===== src/rtl/e1fa_pkg.sv =====
package e1fa_pkg;
  typedef enum logic [1:0] {
    ST_SEARCH   = 2'd0,
    ST_CHK_NFAS = 2'd1,
    ST_CHK_FAS  = 2'd2,
    ST_SYNC     = 2'd3
  } alignState_t;

  // Strobes from control to datapath
  typedef struct packed {
    logic loadPos;   // re-phase position counter onto a new candidate
    logic advance;   // step position counter by one accepted bit
  } dpStrobe_t;
endpackage


===== src/rtl/e1fa_datapath.sv =====
module e1fa_datapath
  import e1fa_pkg::*;
#(
  parameter int FRAME_BITS = 256,
  parameter int PAT_W = 7,
  parameter logic [PAT_W-1:0] PATTERN = 7'b0011011,
  localparam int CNT_W = $clog2(FRAME_BITS)
) (
  input  logic             clk,
  input  logic             rstN,
  input  logic             rxBit,
  input  logic             rxEn,
  input  dpStrobe_t        strobe,
  output logic             patMatch,
  output logic [CNT_W-1:0] nextPos,
  output logic             oddRaw
);
  localparam logic [CNT_W-1:0] LOAD_POS = CNT_W'(PAT_W + 1);
  localparam logic [CNT_W-1:0] LAST_POS = CNT_W'(FRAME_BITS - 1);

  logic [PAT_W-2:0] histReg;
  logic [PAT_W-1:0] window;
  logic [CNT_W-1:0] posInc;
  logic             posWrap;

  assign window   = {histReg, rxBit};
  assign patMatch = (window == PATTERN);

  // History resets to ones so reset state cannot form part of a match
  always_ff @(posedge clk or negedge rstN) begin
    if (!rstN)     histReg <= '1;
    else if (rxEn) histReg <= window[PAT_W-2:0];
  end

  generate
    if ((1 << CNT_W) == FRAME_BITS) begin : g_pow2
      assign posInc = nextPos + 1'b1;
    end else begin : g_mod
      assign posInc = (nextPos == LAST_POS) ? '0 : nextPos + 1'b1;
    end
  endgenerate
  assign posWrap = (nextPos == LAST_POS);

  always_ff @(posedge clk or negedge rstN) begin
    if (!rstN) begin
      nextPos <= '0;
      oddRaw  <= 1'b0;
    end else if (strobe.loadPos) begin
      nextPos <= LOAD_POS;
      oddRaw  <= 1'b0;
    end else if (strobe.advance) begin
      nextPos <= posInc;
      if (posWrap) oddRaw <= ~oddRaw;
    end
  end

  AST_POS_WRAP: assert property (@(posedge clk) disable iff (!rstN)
    (strobe.advance && !strobe.loadPos && nextPos == LAST_POS) |=> (nextPos == '0 && oddRaw != $past(oddRaw)))
    else $error("position wrap");
  AST_LOAD_PHASE: assert property (@(posedge clk) disable iff (!rstN)
    strobe.loadPos |=> (nextPos == LOAD_POS && !oddRaw))
    else $error("candidate phase");
endmodule


===== src/rtl/e1fa_control.sv =====
module e1fa_control
  import e1fa_pkg::*;
#(
  parameter int FRAME_BITS = 256,
  parameter int PAT_W = 7,
  parameter int LOSS_LIMIT = 3,
  localparam int CNT_W = $clog2(FRAME_BITS),
  localparam int MISS_W = $clog2(LOSS_LIMIT + 1)
) (
  input  logic             clk,
  input  logic             rstN,
  input  logic             rxBit,
  input  logic             rxEn,
  input  logic             patMatch,
  input  logic [CNT_W-1:0] nextPos,
  input  logic             oddRaw,
  output dpStrobe_t        strobe,
  output logic             inSync
);
  localparam logic [CNT_W-1:0] CONFIRM_POS = CNT_W'(1);
  localparam logic [CNT_W-1:0] FAS_END_POS = CNT_W'(PAT_W);
  localparam logic [MISS_W-1:0] MISS_LAST  = MISS_W'(LOSS_LIMIT - 1);

  alignState_t      state, stateNxt;
  logic [MISS_W-1:0] missCnt, missNxt;
  logic             atConfirm, atFasEnd;

  assign atConfirm = rxEn && (nextPos == CONFIRM_POS) && oddRaw;
  assign atFasEnd  = rxEn && (nextPos == FAS_END_POS) && !oddRaw;
  assign inSync    = (state == ST_SYNC);

  always_comb begin
    stateNxt       = state;
    missNxt        = missCnt;
    strobe.loadPos = 1'b0;
    unique case (state)
      ST_SEARCH: if (rxEn && patMatch) begin
        stateNxt       = ST_CHK_NFAS;
        strobe.loadPos = 1'b1;
      end
      ST_CHK_NFAS: if (atConfirm) stateNxt = rxBit ? ST_CHK_FAS : ST_SEARCH;
      ST_CHK_FAS: if (atFasEnd) begin
        stateNxt = patMatch ? ST_SYNC : ST_SEARCH;
        missNxt  = '0;
      end
      ST_SYNC: if (atFasEnd) begin
        if (patMatch) missNxt = '0;
        else if (missCnt == MISS_LAST) begin
          stateNxt = ST_SEARCH;
          missNxt  = '0;
        end else missNxt = missCnt + 1'b1;
      end
      default: stateNxt = ST_SEARCH;
    endcase
    strobe.advance = rxEn && !strobe.loadPos;
  end

  always_ff @(posedge clk or negedge rstN) begin
    if (!rstN) begin
      state   <= ST_SEARCH;
      missCnt <= '0;
    end else begin
      state   <= stateNxt;
      missCnt <= missNxt;
    end
  end

  AST_CONFIRM_REJECT: assert property (@(posedge clk) disable iff (!rstN)
    (state == ST_CHK_NFAS && atConfirm && !rxBit) |=> state == ST_SEARCH)
    else $error("confirm bit reject");
  AST_SYNC_ENTRY: assert property (@(posedge clk) disable iff (!rstN)
    $rose(inSync) |-> $past(state == ST_CHK_FAS && atFasEnd && patMatch))
    else $error("sync entry");
  AST_LOSS_RUN: assert property (@(posedge clk) disable iff (!rstN)
    $fell(inSync) |-> $past(atFasEnd && !patMatch && missCnt == MISS_LAST))
    else $error("loss threshold");
  AST_IDLE_HOLD: assert property (@(posedge clk) disable iff (!rstN)
    !rxEn |=> ($stable(state) && $stable(missCnt)))
    else $error("idle cycle changed state");
endmodule


===== src/rtl/e1_frame_aligner.sv =====
module e1_frame_aligner
  import e1fa_pkg::*;
#(
  parameter int FRAME_BITS = 256,
  parameter int LOSS_LIMIT = 3,
  localparam int CNT_W = $clog2(FRAME_BITS)
) (
  input  logic             clk,
  input  logic             rstN,
  input  logic             rxBit,
  input  logic             rxEn,
  output logic             syncN,
  output logic             frameStart,
  output logic [CNT_W-1:0] bitPos,
  output logic             oddFrame
);
  dpStrobe_t        strobe;
  logic             patMatch, oddRaw, inSync;
  logic [CNT_W-1:0] nextPos;

  e1fa_datapath #(.FRAME_BITS(FRAME_BITS)) u_dp (
    .clk(clk), .rstN(rstN), .rxBit(rxBit), .rxEn(rxEn), .strobe(strobe),
    .patMatch(patMatch), .nextPos(nextPos), .oddRaw(oddRaw)
  );

  e1fa_control #(.FRAME_BITS(FRAME_BITS), .LOSS_LIMIT(LOSS_LIMIT)) u_ctl (
    .clk(clk), .rstN(rstN), .rxBit(rxBit), .rxEn(rxEn), .patMatch(patMatch),
    .nextPos(nextPos), .oddRaw(oddRaw), .strobe(strobe), .inSync(inSync)
  );

  assign syncN      = !inSync;
  assign bitPos     = inSync ? nextPos : '0;
  assign oddFrame   = inSync && oddRaw;
  assign frameStart = inSync && (nextPos == '0);
endmodule


===== config.mk =====
export PLATFORM = sky130hd
export DESIGN_NAME = e1_frame_aligner
export DESIGN_NICKNAME = d
export VERILOG_FILES = /design/src/rtl/e1fa_pkg.sv /design/src/rtl/e1fa_datapath.sv /design/src/rtl/e1fa_control.sv /design/src/rtl/e1_frame_aligner.sv
export SDC_FILE = /design/constraint.sdc
export NUM_CORES = 1
export LEC_CHECK = 0
export CORE_MARGIN = 2
export CORE_UTILIZATION = 40
export DETAILED_ROUTE_END_ITERATION = 6
export SETUP_SLACK_MARGIN = 0.3
export SKIP_CTS_REPAIR_TIMING = 1
export SLEW_MARGIN = 5
export SYNTH_ARGS = -nofsm -noshare
export SYNTH_HDL_FRONTEND = slang
export SYNTH_SLANG_ARGS = --single-unit

===== constraint.sdc =====
create_clock -name clk -period 1.9 [get_ports clk]
set_clock_uncertainty 0.1 [all_clocks]
set_input_delay 0.38 -clock clk [delete_from_list [all_inputs] [get_ports clk]]
set_output_delay 0.38 -clock clk [all_outputs]
set_load 0.01 [all_outputs]

==> out/summary.txt <==
# setup viols final - 2
number of global-route vias before repair - 885
HP Class - input pin to asynchronous set/reset pin
GRT Overall Usage - 0.167
pin count of the biggest net entering global routing - 20
Area Growth Syn to Fin - 52.7%
Avg Inst Size Synth - 10.5 um2
Antenna diodes - 0
Filler cells - 190
Hold Vio Cnt, Final - 0
Setup crit end kind - output pin
num rows - 18
synth unique cells - 32
Clock Sinks - 19
die width - 55.8 um
Post-Syn Area - 1070 um2
Yosys Warn Count - 0
drt wl/cell - 14.5 um
post-DR vias/cell - 5.17
GRT overflow - 0
critical path class - flop to output pin
CP Data Required Time - 1.42 ns
IO buf count - 14
fin crit share - 1.06
violated checks - setup timing
Critical Path Start Type - flop
die height - 55.8 um
die area - 3110 um2
Worst-Skew Late Latency - 0.29 ns
Nets - 152
Critical Path Fanout Max - 2
Max transition margin - 0.821
Detailed Routing Iterations Pass 1 - 4
total CTS buffers - 3
num ports - 15
Net Count, Synth - 109
RSZ-0062 raised after global routing - yes
Root Buffer - clkbuf_4
CTS Buffer Depth - 2
Final min period - 2.01 ns
DP HPWL - 1810 um
initial antenna violation count - 0
Seq pwr share - 0.390
DRC viols - 0
fmax - 498 MHz
htree depth - 1
total power - 1590 uW
Lkg Pwr - 0.000702 uW
Pwr Density - 969 nW/um2
Non-Filler Instances - 174
setup ws final - -0.108 ns
Final ANT Viol Nets - 0
CTS tree - yes
CP arrival - 1.53 ns
RD Place Congestion - 0.769
max_cap viols - 0
part of the Yosys area used for sequential elements - 0.450
Vias - 899
clock share of power - 0.130
layout cells sized above 1 - 0.583
Internal - 1010 uW
core area - 2500 um2
DRT iter0 DRCs - 2
placed insts - 166
sw power - 575 uW
register clock-pin slew on the reported worst setup and hold paths - 0.11 ns
Final Max Slew Viols - 0
status - complete, but fails checks
Net Sw Frac - 0.362
final wirelength - 2530 um
Slew @ Worst Pin - 0.262 ns
Syn Inst Count - 102
register bit total from synthesis - 19
first-pass GRT wire length - 4100 um
combinational share of power - 0.480
Worst VDD drop - 0.652 mV
Initial Util - 0.429
-- worst max-delay path, cell delays in order (launching register included) --
cell and delay (ns):
dfrtp_1 0.40, or4_4 0.54, nor4_2 0.13, buf_2 0.17
-- metrics by stage --
step / util / TNS (ns) / hold slack, ns / instance area, um2 / setup slack (ns)
floorplan: - / 0 / -0.0156 / 1100 / 0.0675
global placement: 0.582 / -2.09 / 0.418 / 1460 / -0.270
detailed placement: 0.582 / -2.42 / 0.425 / 1460 / -0.297
CTS: 0.593 / -2.59 / 0.311 / 1480 / -0.618
global route: 0.656 / -0.319 / 0.337 / 1640 / -0.174
finish: 0.656 / -0.173 / 0.302 / 1640 / -0.108
-- cells in the final DEF (no fill, tap or decap), types with 3 or more instances in the layout --
cell type,netlist,routed
dfrtp_1,13,12
clkbuf_4,0,3
nand2_1,6,5
nand4_1,5,5
xor2_1,5,5
dfstp_2,6,6
buf_2,0,3
nor2_4,0,7
and3_4,0,7
buf_6,0,9
nand2b_1,4,3
buf_4,0,25
inv_1,5,5
mux2_2,6,6
-- registers in the layout (all words and copies together) (netlist names) --
name and cells:
u_ctl.missCnt 2, u_ctl.state 2, u_dp.nextPos 8, u_dp.histReg 6, u_dp.oddRaw 1
-- path summary, 6_finish.rpt --
path / depth (start not counted) / slack, ns / end / from
max: 3 / -0.11 / frameStart / u_dp.nextPos[5]$_DFFE_PN0P_
min: 2 / 0.30 / u_dp.nextPos[7]$_DFFE_PN0P_ / rstN
max reg2reg: 5 / -0.06 / u_ctl.state[0]$_DFFE_PN0P_ / u_dp.nextPos[5]$_DFFE_PN0P_
min reg2reg: 2 / 0.45 / u_ctl.missCnt[0]$_DFFE_PN0P_ / u_ctl.missCnt[0]$_DFFE_PN0P_
max in group asynchronous: 2 / 1.13 / u_dp.histReg[5]$_DFFE_PN1P_ / rstN
min in group clk: 2 / 0.45 / u_ctl.missCnt[0]$_DFFE_PN0P_ / u_ctl.missCnt[0]$_DFFE_PN0P_
-- power groups by stage --
stage	Sequential, uW	Clock [uW]	Combinational (uW)
final	620	206	763
after global routing	638	228	834
after CTS	616	213	610
after detailed placement	625	0	606
after global placement	621	0	595
after floorplan	650	0	302
-- cell usage after synthesis --
cell,number,area (um2)
o221ai_2,1,15.0
ha_1,3,37.5
mux2_4,1,15.0
mux2i_1,2,20.0
dfstp_2,6,158
nand4_1,5,31.3
o41ai_1,1,8.76
o311a_1,1,10.0
inv_1,5,18.8
nor4_2,1,12.5
o31ai_2,1,12.5
o31ai_1,1,7.51
o22a_1,1,8.76
nor3_2,1,10.0
o22ai_1,1,6.26
o21ai_0,2,10.0
or4_4,1,11.3
nor4_4,1,21.3
or3_1,1,6.26
nor4_1,1,6.26
and3_1,9,56.3
xnor2_1,2,17.5
nand2_1,6,22.5
nor2_1,11,41.3
clkbuf_1,4,15.0
a21oi_1,1,5.00
nand3_1,2,10.0
xor2_1,5,43.8
mux2_2,6,67.6
dfrtp_1,13,325
nand2b_1,4,25.0
nand4b_1,2,17.5
-- final cells by class --
type                       instances  area [um2]  share of cell area
clock buffer                       4        26.3              0.0160
inverter                           5        18.8              0.0115
multi-input combinational         74         711               0.434
sequential                        19         484               0.295
tap                               30        37.5              0.0229
timing repair buffer              42         362               0.221
-- per-layer routing --
metal | GRT usage | part of all wire | vias up
li1 | - | - | 453
met1 | 0.225 | 0.47 | 433
met2 | 0.274 | 0.50 | 11
met3 | 0.0349 | 0.028 | 2
met4 | 0.0418 | 0.0051 | 0
met5 | 0 | 0 | -
-- kinds of logic after synthesis --
group	after synthesis	synth area share
and+or+nand+nor	45	0.253
DFF	19	0.450
AOI/OAI and AO/OA	10	0.0781
buffers and inverters	9	0.0315
muxes	9	0.0956
xor gates and xnor gates	7	0.0571
adders and majority gates	3	0.0350
Power figures use the tool's default switching activity.
